## src/rtl/board_irq_pkg.sv

```systemverilog
package board_irq_pkg;
  localparam int NUM_GP = 10;
  localparam logic [7:0] OFS_MASK   = 8'hC0;
  localparam logic [7:0] OFS_SETCLR = 8'hD0;
  localparam logic [31:0] KEEP_BITS = 32'h000F_EEFF;

  // byte offset of plain storage register idx
  function automatic logic [7:0] gp_offset(input int idx);
    case (idx)
      0: gp_offset = 8'h10;
      1: gp_offset = 8'h14;
      2: gp_offset = 8'h40;
      3: gp_offset = 8'h60;
      4: gp_offset = 8'h80;
      5: gp_offset = 8'h84;
      6: gp_offset = 8'h88;
      7: gp_offset = 8'h90;
      8: gp_offset = 8'hE0;
      default: gp_offset = 8'hE4;
    endcase
  endfunction
endpackage

```

## src/rtl/board_gp_bank.sv

```systemverilog
module board_gp_bank
  import board_irq_pkg::*;
#(
  parameter int ADDR_W = 8,
  parameter int DATA_W = 32
) (
  input  logic              clk,
  input  logic              rst,
  input  logic              wr_en,
  input  logic [ADDR_W-1:0] addr,
  input  logic [DATA_W-1:0] wr_data,
  output logic              hit,
  output logic [DATA_W-1:0] rd_val
);
  logic [DATA_W-1:0] store [NUM_GP];

  for (genvar g = 0; g < NUM_GP; g++) begin : g_word
    localparam logic [ADDR_W-1:0] OFS = ADDR_W'(gp_offset(g));
    always_ff @(posedge clk) begin
      if (rst) store[g] <= '0;
      else if (wr_en && addr == OFS) store[g] <= wr_data;
    end
  end

  always_comb begin
    hit    = 1'b0;
    rd_val = '0;
    for (int i = 0; i < NUM_GP; i++) begin
      if (addr == ADDR_W'(gp_offset(i))) begin
        hit    = 1'b1;
        rd_val = store[i];
      end
    end
  end
endmodule

```

## src/rtl/board_irq_track.sv

```systemverilog
module board_irq_track #(
  parameter int          NUM_SRC = 16,
  parameter int          DATA_W  = 32,
  parameter logic [31:0] KEEP    = 32'h000F_EEFF
) (
  input  logic               clk,
  input  logic               rst,
  input  logic [NUM_SRC-1:0] irq_in,
  input  logic               mask_we,
  input  logic               setclr_we,
  input  logic [DATA_W-1:0]  wr_data,
  output logic [DATA_W-1:0]  mask_q,
  output logic [DATA_W-1:0]  setclr_q,
  output logic               parent_irq,
  output logic [NUM_SRC-1:0] src_stat
);
  localparam int IDX_W = (NUM_SRC > 1) ? $clog2(NUM_SRC) : 1;
  localparam logic [DATA_W-1:0] KEEP_W = DATA_W'(KEEP);

  logic [NUM_SRC-1:0] irq_q, lvl_q, chg, en_chg, lvl_flip, lvl_n, stat_n;
  logic [IDX_W-1:0]   sel;
  logic               found;

  assign chg      = irq_in ^ irq_q;
  assign en_chg   = chg & mask_q[NUM_SRC-1:0];
  assign lvl_flip = lvl_q ^ setclr_q[NUM_SRC-1:0];

  // highest-numbered enabled change wins
  always_comb begin
    sel   = '0;
    found = 1'b0;
    for (int i = 0; i < NUM_SRC; i++) begin
      if (en_chg[i]) begin
        sel   = IDX_W'(i);
        found = 1'b1;
      end
    end
  end

  always_comb begin
    lvl_n  = mask_we ? lvl_flip : lvl_q;
    lvl_n  = (lvl_n & ~chg) | (irq_in & chg);
    stat_n = src_stat;
    if (mask_we) begin
      for (int i = 0; i < NUM_SRC; i++) begin
        if (setclr_q[i]) stat_n[i] = lvl_flip[i];
      end
    end
  end

  always_ff @(posedge clk) begin
    if (rst) begin
      irq_q      <= '0;
      lvl_q      <= '0;
      mask_q     <= '0;
      setclr_q   <= '0;
      parent_irq <= 1'b0;
      src_stat   <= '0;
    end else begin
      irq_q    <= irq_in;
      lvl_q    <= lvl_n;
      src_stat <= stat_n;
      if (mask_we) mask_q <= wr_data & KEEP_W;
      if (found) begin
        setclr_q   <= DATA_W'(1) << sel;
        parent_irq <= irq_in[sel];
      end else if (setclr_we) begin
        setclr_q <= wr_data & KEEP_W;
      end
    end
  end
endmodule

```

## src/rtl/board_irq_regfile.sv

```systemverilog
module board_irq_regfile
  import board_irq_pkg::*;
#(
  parameter int ADDR_W  = 8,
  parameter int DATA_W  = 32,
  parameter int NUM_SRC = 16
) (
  input  logic               clk,
  input  logic               rst,
  input  logic               wr_en,
  input  logic [ADDR_W-1:0]  addr,
  input  logic [DATA_W-1:0]  wr_data,
  input  logic               rd_en,
  output logic [DATA_W-1:0]  rd_data,
  input  logic [NUM_SRC-1:0] irq_in,
  output logic               parent_irq,
  output logic [NUM_SRC-1:0] src_stat
);
  localparam logic [ADDR_W-1:0] A_MASK   = ADDR_W'(OFS_MASK);
  localparam logic [ADDR_W-1:0] A_SETCLR = ADDR_W'(OFS_SETCLR);

  logic              gp_hit, mask_we, setclr_we;
  logic [DATA_W-1:0] gp_val, mask_q, setclr_q, rd_n;

  assign mask_we   = wr_en && addr == A_MASK;
  assign setclr_we = wr_en && addr == A_SETCLR;

  board_gp_bank #(.ADDR_W(ADDR_W), .DATA_W(DATA_W)) u_bank (
    .clk(clk), .rst(rst), .wr_en(wr_en), .addr(addr), .wr_data(wr_data),
    .hit(gp_hit), .rd_val(gp_val)
  );

  board_irq_track #(.NUM_SRC(NUM_SRC), .DATA_W(DATA_W), .KEEP(KEEP_BITS)) u_trk (
    .clk(clk), .rst(rst), .irq_in(irq_in), .mask_we(mask_we),
    .setclr_we(setclr_we), .wr_data(wr_data), .mask_q(mask_q),
    .setclr_q(setclr_q), .parent_irq(parent_irq), .src_stat(src_stat)
  );

  always_comb begin
    if (addr == A_MASK)        rd_n = mask_q;
    else if (addr == A_SETCLR) rd_n = setclr_q;
    else if (gp_hit)           rd_n = gp_val;
    else                       rd_n = '0;
  end

  always_ff @(posedge clk) begin
    if (rst)        rd_data <= '0;
    else if (rd_en) rd_data <= rd_n;
  end
endmodule

```

## config.mk

```make
export PLATFORM = sky130hd
export DESIGN_NAME = board_irq_regfile
export DESIGN_NICKNAME = d
export VERILOG_FILES = /design/src/rtl/board_irq_pkg.sv /design/src/rtl/board_gp_bank.sv /design/src/rtl/board_irq_track.sv /design/src/rtl/board_irq_regfile.sv
export SDC_FILE = /design/constraint.sdc
export NUM_CORES = 1
export LEC_CHECK = 0
export BUFFER_PORTS_ARGS = -buffer_cell sky130_fd_sc_hd__buf_2
export CORE_UTILIZATION = 34
export CTS_CLUSTER_DIAMETER = 200
export DETAILED_ROUTE_END_ITERATION = 7
export PLACE_DENSITY = 0.49
export SLEW_MARGIN = 10
export SYNTH_ARGS = -nofsm -noshare
export SYNTH_HDL_FRONTEND = slang
export SYNTH_SLANG_ARGS = --single-unit
```

## constraint.sdc

```tcl
create_clock -name clk -period 4.4 [get_ports clk]
set_input_delay 0.22 -clock clk [delete_from_list [all_inputs] [get_ports clk]]
set_output_delay 0.22 -clock clk [all_outputs]
set_load 0.005 [all_outputs]
```

==> results of run 1 <==
## where the power goes
| group | internal (uW) | leakage [uW] | switching (uW) |
|---|---|---|---|
| Combinational | 129 | 0.00335 | 295 |
| Sequential | 4610 | 0.00401 | 63.1 |
| Clock | 2230 | 0.000740 | 1650 |
| Total | 6960 | 0.00810 | 2000 |
## routing by layer
layer	global-route usage	vias to the layer above	share of wire
li1	-	6332	-
met1	0.2651	6846	0.44
met2	0.3526	382	0.49
met3	0.03100	74	0.053
met4	0.05038	2	0.018
met5	0	-	0.00022
## cells in the final DEF, fill, tap and decap left out, drive strengths merged, types with 16 or more instances in the layout
| master | Yosys | layout |
|---|---|---|
| mux2i | 34 | 34 |
| dlygate4sd3 | 0 | 22 |
| edfxtp | 320 | 320 |
| o211ai | 22 | 22 |
| nor2 | 96 | 96 |
| and3 | 19 | 19 |
| a311oi | 17 | 17 |
| buf | 18 | 154 |
| maj3 | 16 | 16 |
| and2 | 324 | 324 |
| o21ai | 110 | 110 |
| inv | 25 | 27 |
| o2bb2ai | 17 | 17 |
| a21oi | 71 | 71 |
| dfxtp | 119 | 119 |
| a22oi | 35 | 35 |
| o22ai | 23 | 23 |
| nand2 | 175 | 175 |
| clkbuf | 112 | 64 |
| a211oi | 26 | 26 |
| xor2 | 29 | 29 |
| a222oi | 32 | 32 |
## layout make-up
cell class / instances / area share
Clock buffer: 64 / 0.05896
Clock inverter: 19 / 0.006306
Inverter: 25 / 0.004148
Multi-Input combinational cell: 1115 / 0.3062
Sequential cell: 439 / 0.5301
Tap cell: 756 / 0.04182
Timing Repair Buffer: 176 / 0.05244
## worst paths after layout
check | startpoint | endpoint
worst max-delay path | u_trk.irq_q[6]$_SDFF_PP0_ | u_trk.setclr_q[14]$_SDFFE_PP0P_
worst min-delay path | wr_data[13] | u_trk.mask_q[13]$_SDFFE_PP0P_
worst max register to register | u_trk.irq_q[6]$_SDFF_PP0_ | u_trk.setclr_q[14]$_SDFFE_PP0P_
worst min register to register | rd_data[22]$_SDFFE_PP0P_ | rd_data[22]$_SDFFE_PP0P_
## sequential cells by signal (all words and copies together) (netlist names), named ones only
register,count
u_trk.irq_q,16
rd_data,32
u_trk.parent_irq,1
u_trk.setclr_q,20
u_bank.store,320
u_trk.src_stat,16
u_trk.mask_q,18
## worst max-delay path, stage by stage (launching register included)
cell	delay, ns
dfxtp_1	0.32
xor2_1	0.18
a22oi_1	0.25
nor3b_1	0.38
nand3_1	0.18
nor3_1	0.53
nand2_1	0.50
o21ai_1	0.26
nor2_1	0.07
## kinds of logic after synthesis
group | count (synthesis) | synth area share
XOR/XNOR | 30 | 0.01358
buffers and inverters | 155 | 0.03200
multiplexers | 34 | 0.01758
adder cells (fa/ha/maj) | 16 | 0.009244
AO/OA/AOI/OAI | 369 | 0.1284
flip-flops | 439 | 0.6196
AND/OR/NAND/NOR | 666 | 0.1797
## stage by stage
step / area (um^2) / power [uW] / utilization / instances / hold slack, ns
global placement: 20920 / 5161 / 0.3718 / 2489 / 0.4400
finish: 22620 / 8968 / 0.4019 / 2594 / 0.03177
CTS: 22620 / 9045 / 0.4019 / 2594 / 0.001662
floorplan: 19350 / 4954 / - / 1709 / 0.3482
detailed placement: 20920 / 5170 / 0.3718 / 2489 / 0.4442
global route: 22620 / 9243 / 0.4019 / 2594 / 0.02352
==> impl_metrics.toml, run 1 <==
[outcome]
violations = "DRC"
status = "complete, but fails checks"

[sta]
setup_slack_ns = 1.603
period_minus_slack_ns = 2.797
tightest_slew_ns = 1.264
slew_violations = 0
setup_viol = 0
fmaxAchievable_mhz = 357.5
fin_skew_ns = 0.02075
rsz0062_at_grt = "false"
hold_viol = 0
period_share = 0.6357
relSlewSlack = 0.1529
fin_setup_tns_ns = 0

[worst_hold_path]
hold_depth = 3
hp-class = "input pin to register"

[routing]
drt_iter0_markers = 1079
drtAntennaViolNets = 0
drc_errors = 4
drt_wl_total_mm = 58.69
vias = 13640
via_per_inst = 5.257
wire_per_inst_um = 22.62
dr.pass1.iters = 8

[placement]
pre_cts_ws_ns = 1.140
dp_hpwl_mm = 37.59
gp_congestion = 0.8291
portBuffers = 108

[yosys]
yosysMostFrequentCell = "and2_1"
synth_edf_count = 320
syn_inst = 1709
yosysWarnings = 0
syn_avg_cell_area_um2 = 11.33
synthArstFlopShare = 0
yosysTopAreaCellShare = 0.4965
ys_seq_area_frac = 0.6196
synth.distinct_cells = 56
yosys-top-cells-count = "and2_1 (324), edfxtp_1 (320), nand2_1 (174)"
synthesis.nets = 1769
synth_area_mm2 = 0.01935
synthTopCellsByArea = "edfxtp_1 (50%), dfxtp_1 (12%), and2_1 (10%), nand2_1 (3.4%), o21ai_0 (2.6%)"
synth-seq-cells = 439
synthFlopType = "edfxtp_1"
synth_top_area_cell = "edfxtp_1"

[die]
row_count = 87
die_h_um = 240.6
io_pins = 109
start_util = 0.3439
die_area_mm2 = 0.05788
chipWidth_um = 240.6
placeableCoreArea_mm2 = 0.05628

[global_route]
overflow = 0
antenna_found_initial = 4
grt_usage = 0.2035
grt_pass1_wl_mm = 87.41
grt_pass1_vias = 13550
grt_max_degree = 63

[cts]
cts_resized = 0
cts_buffers = 47
ctsHtreeMaxLevel = 2
clock-sinks = 439
cts.clk_slew.worst_paths_ns = 0.07
postCtsSetupBuffers = 0
cts_tree = "done"
cts-hold-fix-buffers = 22
clock_path_buffers = 3
clock-root-buffer = "clkbuf_16"
clk_latency_ns = 0.58

[critical_path]
required_ns = 4.84
cp-end-kind = "register"
path_class = "register to register"
arrival_ns = 3.23
cp_max_fo = 14
rrSetupSlack_ns = 1.60
cp-start-kind = "register"
reg2reg_depth = 8

[finish]
regArea_mm2 = 0.01199
diodes = 0
drive_gt1_frac = 0.1523
fillCellCount = 5388
multi_input_area_mm2 = 0.006927
nNetsFinal = 1864
syn2layout_area_growth_pct = 16.87

[power]
vdd_drop_max_uv = 227.0
power_density_mw_per_mm2 = 396.4
p_leak_uw = 0.008095

[job]
max_cap_viol_count = 0
Note: power is estimated with default switching activity, not from simulation.
==> run 2, diff against run 1 <==
- clock period: 4.4 -> 2.49 ns (I/O delays scaled with it)
==> run 2 against run 1 <==
  * Largest power group unchanged
  * The flow now finishes without violations
  * Utilization rose by 1.9 points
  * Worst hold slack improved by 0.28 ns
  * Clock skew fell by 0.0031 ns
  * Total power rose by 77%
  * Critical endpoint is now u_trk.parent_irq$_SDFFE_PP0N_
  * Setup slack got worse by 1.5 ns
  * Critical path depth did not move
==> impl_metrics.toml, run 2 (synthesis results as in run 1) <==
[cts]
cts_tree = "done"
clock_path_buffers = 3
ctsHtreeMaxLevel = 2
cts_buffers = 47
clock-sinks = 439
clock-root-buffer = "clkbuf_16"
cts.clk_slew.worst_paths_ns = 0.06
clk_latency_ns = 0.60

[finish]
fillCellCount = 5344
final_common_cell = "and2_1"
regMostFlops = "u_bank.store"
mostFrequentLayoutCells = "and2_1 (324), edfxtp_1 (320), nand2_1 (172), dfxtp_1 (119), buf_2 (106)"
nNetsFinal = 1955
drive_gt1_frac = 0.1801
largestRegisters = "u_bank.store: 320 flops, rd_data: 32 flops, u_trk.setclr_q: 20 flops"
largest_register_ffs = 320
fin_cells = 2688
syn2layout_area_growth_pct = 22.26
diodes = 0

[routing]
vias = 13780
drt_wl_total_mm = 59.89
drc_errors = 0
wire_per_inst_um = 22.28
dr.pass1.iters = 7
drt_iter0_markers = 1145
drtAntennaViolNets = 0
via_per_inst = 5.128

[critical_path]
cp-start-kind = "register"
rrSetupSlack_ns = 0.08
crit_start = "u_trk.irq_q[5]$_SDFF_PP0_"
path_class = "register to register"
critPathBufInv = 0
reg2reg_depth = 8
rr_startpoint = "u_trk.irq_q[5]$_SDFF_PP0_"
arrival_ns = 2.93
cp-end-kind = "register"
crit_slowest_cell = "o311a_1"
cp_slowest_stage_delay_ns = 0.41
endpoint = "u_trk.parent_irq$_SDFFE_PP0N_"
required_ns = 3.01
crit_cells = 8
cp_max_fo = 4
crit_path_cell_trace = "xor2_1 > and2_1 > o311a_1 > or2_2 > o31ai_4 > a221oi_1 > a211o_1 > a211oi_2"
crit_family = "compound AO/OA/AOI/OAI gates"
rr_endpoint = "u_trk.parent_irq$_SDFFE_PP0N_"

[global_route]
grt_usage = 0.2083
grt_pass1_wl_mm = 88.62
overflow = 0
grt.met1_usage = 0.2567
grt_use_met2 = 0.3766
grt_util_met3 = 0.02745
top_usage_layer = "met2"
grt_pass1_vias = 13980
grt_max_degree = 100
antenna_found_initial = 0

[sta]
fmaxAchievable_mhz = 414.2
tightest_slew_ns = 1.127
setup_viol = 0
rsz0062_at_grt = "true"
setup_slack_ns = 0.07582
period_share = 0.9695
relSlewSlack = 0.2489
period_minus_slack_ns = 2.414
hold_viol = 0
fin_setup_tns_ns = 0
fin_skew_ns = 0.01765
slew_violations = 0

[die]
die_area_mm2 = 0.05788
io_pins = 109
placeableCoreArea_mm2 = 0.05628
die_h_um = 240.6
start_util = 0.3439
row_count = 87
chipWidth_um = 240.6

[power]
p_leak_uw = 0.008587
power_density_mw_per_mm2 = 669.3
total_power_uw = 15840
vdd_drop_max_uv = 502.7

[worst_hold_path]
hp-class = "input pin to register"

[outcome]
status = "finished clean"

[placement]
dp_hpwl_mm = 39.47
portBuffers = 108
dp_cells = 2550
gp_congestion = 0.8980
pre_cts_ws_ns = -0.01893

[job]
max_cap_viol_count = 0
==> run 2: worst min path at each step <==
stage,start,to,slack (ns),cells after the start
finish,irq_in[8],u_trk.irq_q[8]$_SDFF_PP0_,0.31,4
global route,irq_in[12],u_trk.irq_q[12]$_SDFF_PP0_,0.33,4
CTS,irq_in[8],u_trk.irq_q[8]$_SDFF_PP0_,0.28,4
detailed placement,irq_in[8],u_trk.irq_q[8]$_SDFF_PP0_,0.37,3
global placement,irq_in[8],u_trk.irq_q[8]$_SDFF_PP0_,0.37,3
floorplan,irq_in[15],u_trk.irq_q[15]$_SDFF_PP0_,0.25,1
==> run 2: per-layer routing <==
metal  share of wire  vias to the layer above
met4           0.028                        0
met3           0.037                      111
met2            0.51                      322
met1            0.42                     6829
li1                -                     6521
met5               0                        -
==> run 2: layout make-up <==
cell class                 count  area, um^2  share of cell area
clock buffer                  59        1255             0.05303
clock inverter                27       215.2            0.009095
inverter                      25       93.84            0.003966
multi-input combinational   1115        6957              0.2940
sequential                   439       11990              0.5068
tap                          756       945.9             0.03997
timing repair buffer         267        2205             0.09317
==> run 2: worst min-delay path, stage by stage <==
cell	delay (ns)
dlygate4sd3_1	0.52
buf_2	0.10
inv_1	0.04
nor2_1	0.08
==> run 2: per-stage QoR <==
| step | area (um^2) | hold slack (ns) | util |
|---|---|---|---|
| CTS | 23630 | 0.2793 | 0.4198 |
| global placement | 21630 | 0.3650 | 0.3844 |
| detailed placement | 21630 | 0.3677 | 0.3844 |
| global route | 23660 | 0.3347 | 0.4205 |
| finish | 23660 | 0.3097 | 0.4205 |
| floorplan | 19430 | 0.2527 | - |
==> run 2: timing repair <==
item | CTS | global route
pin swaps | 0 | 2
setup endpoints to repair | 1 | 16
endpoints found under the hold margin | 228 | 0
hold buffers | 51 | 0
buffers inserted | 0 | 1
resized for setup | 3 | 5
==> run 2: report_power, final <==
group	switching [uW]	leakage, uW	internal [uW]
sequential	114	0.00401	8140
combinational	544	0.00385	296
clock	2960	0.000725	3790
total	3610	0.00859	12200
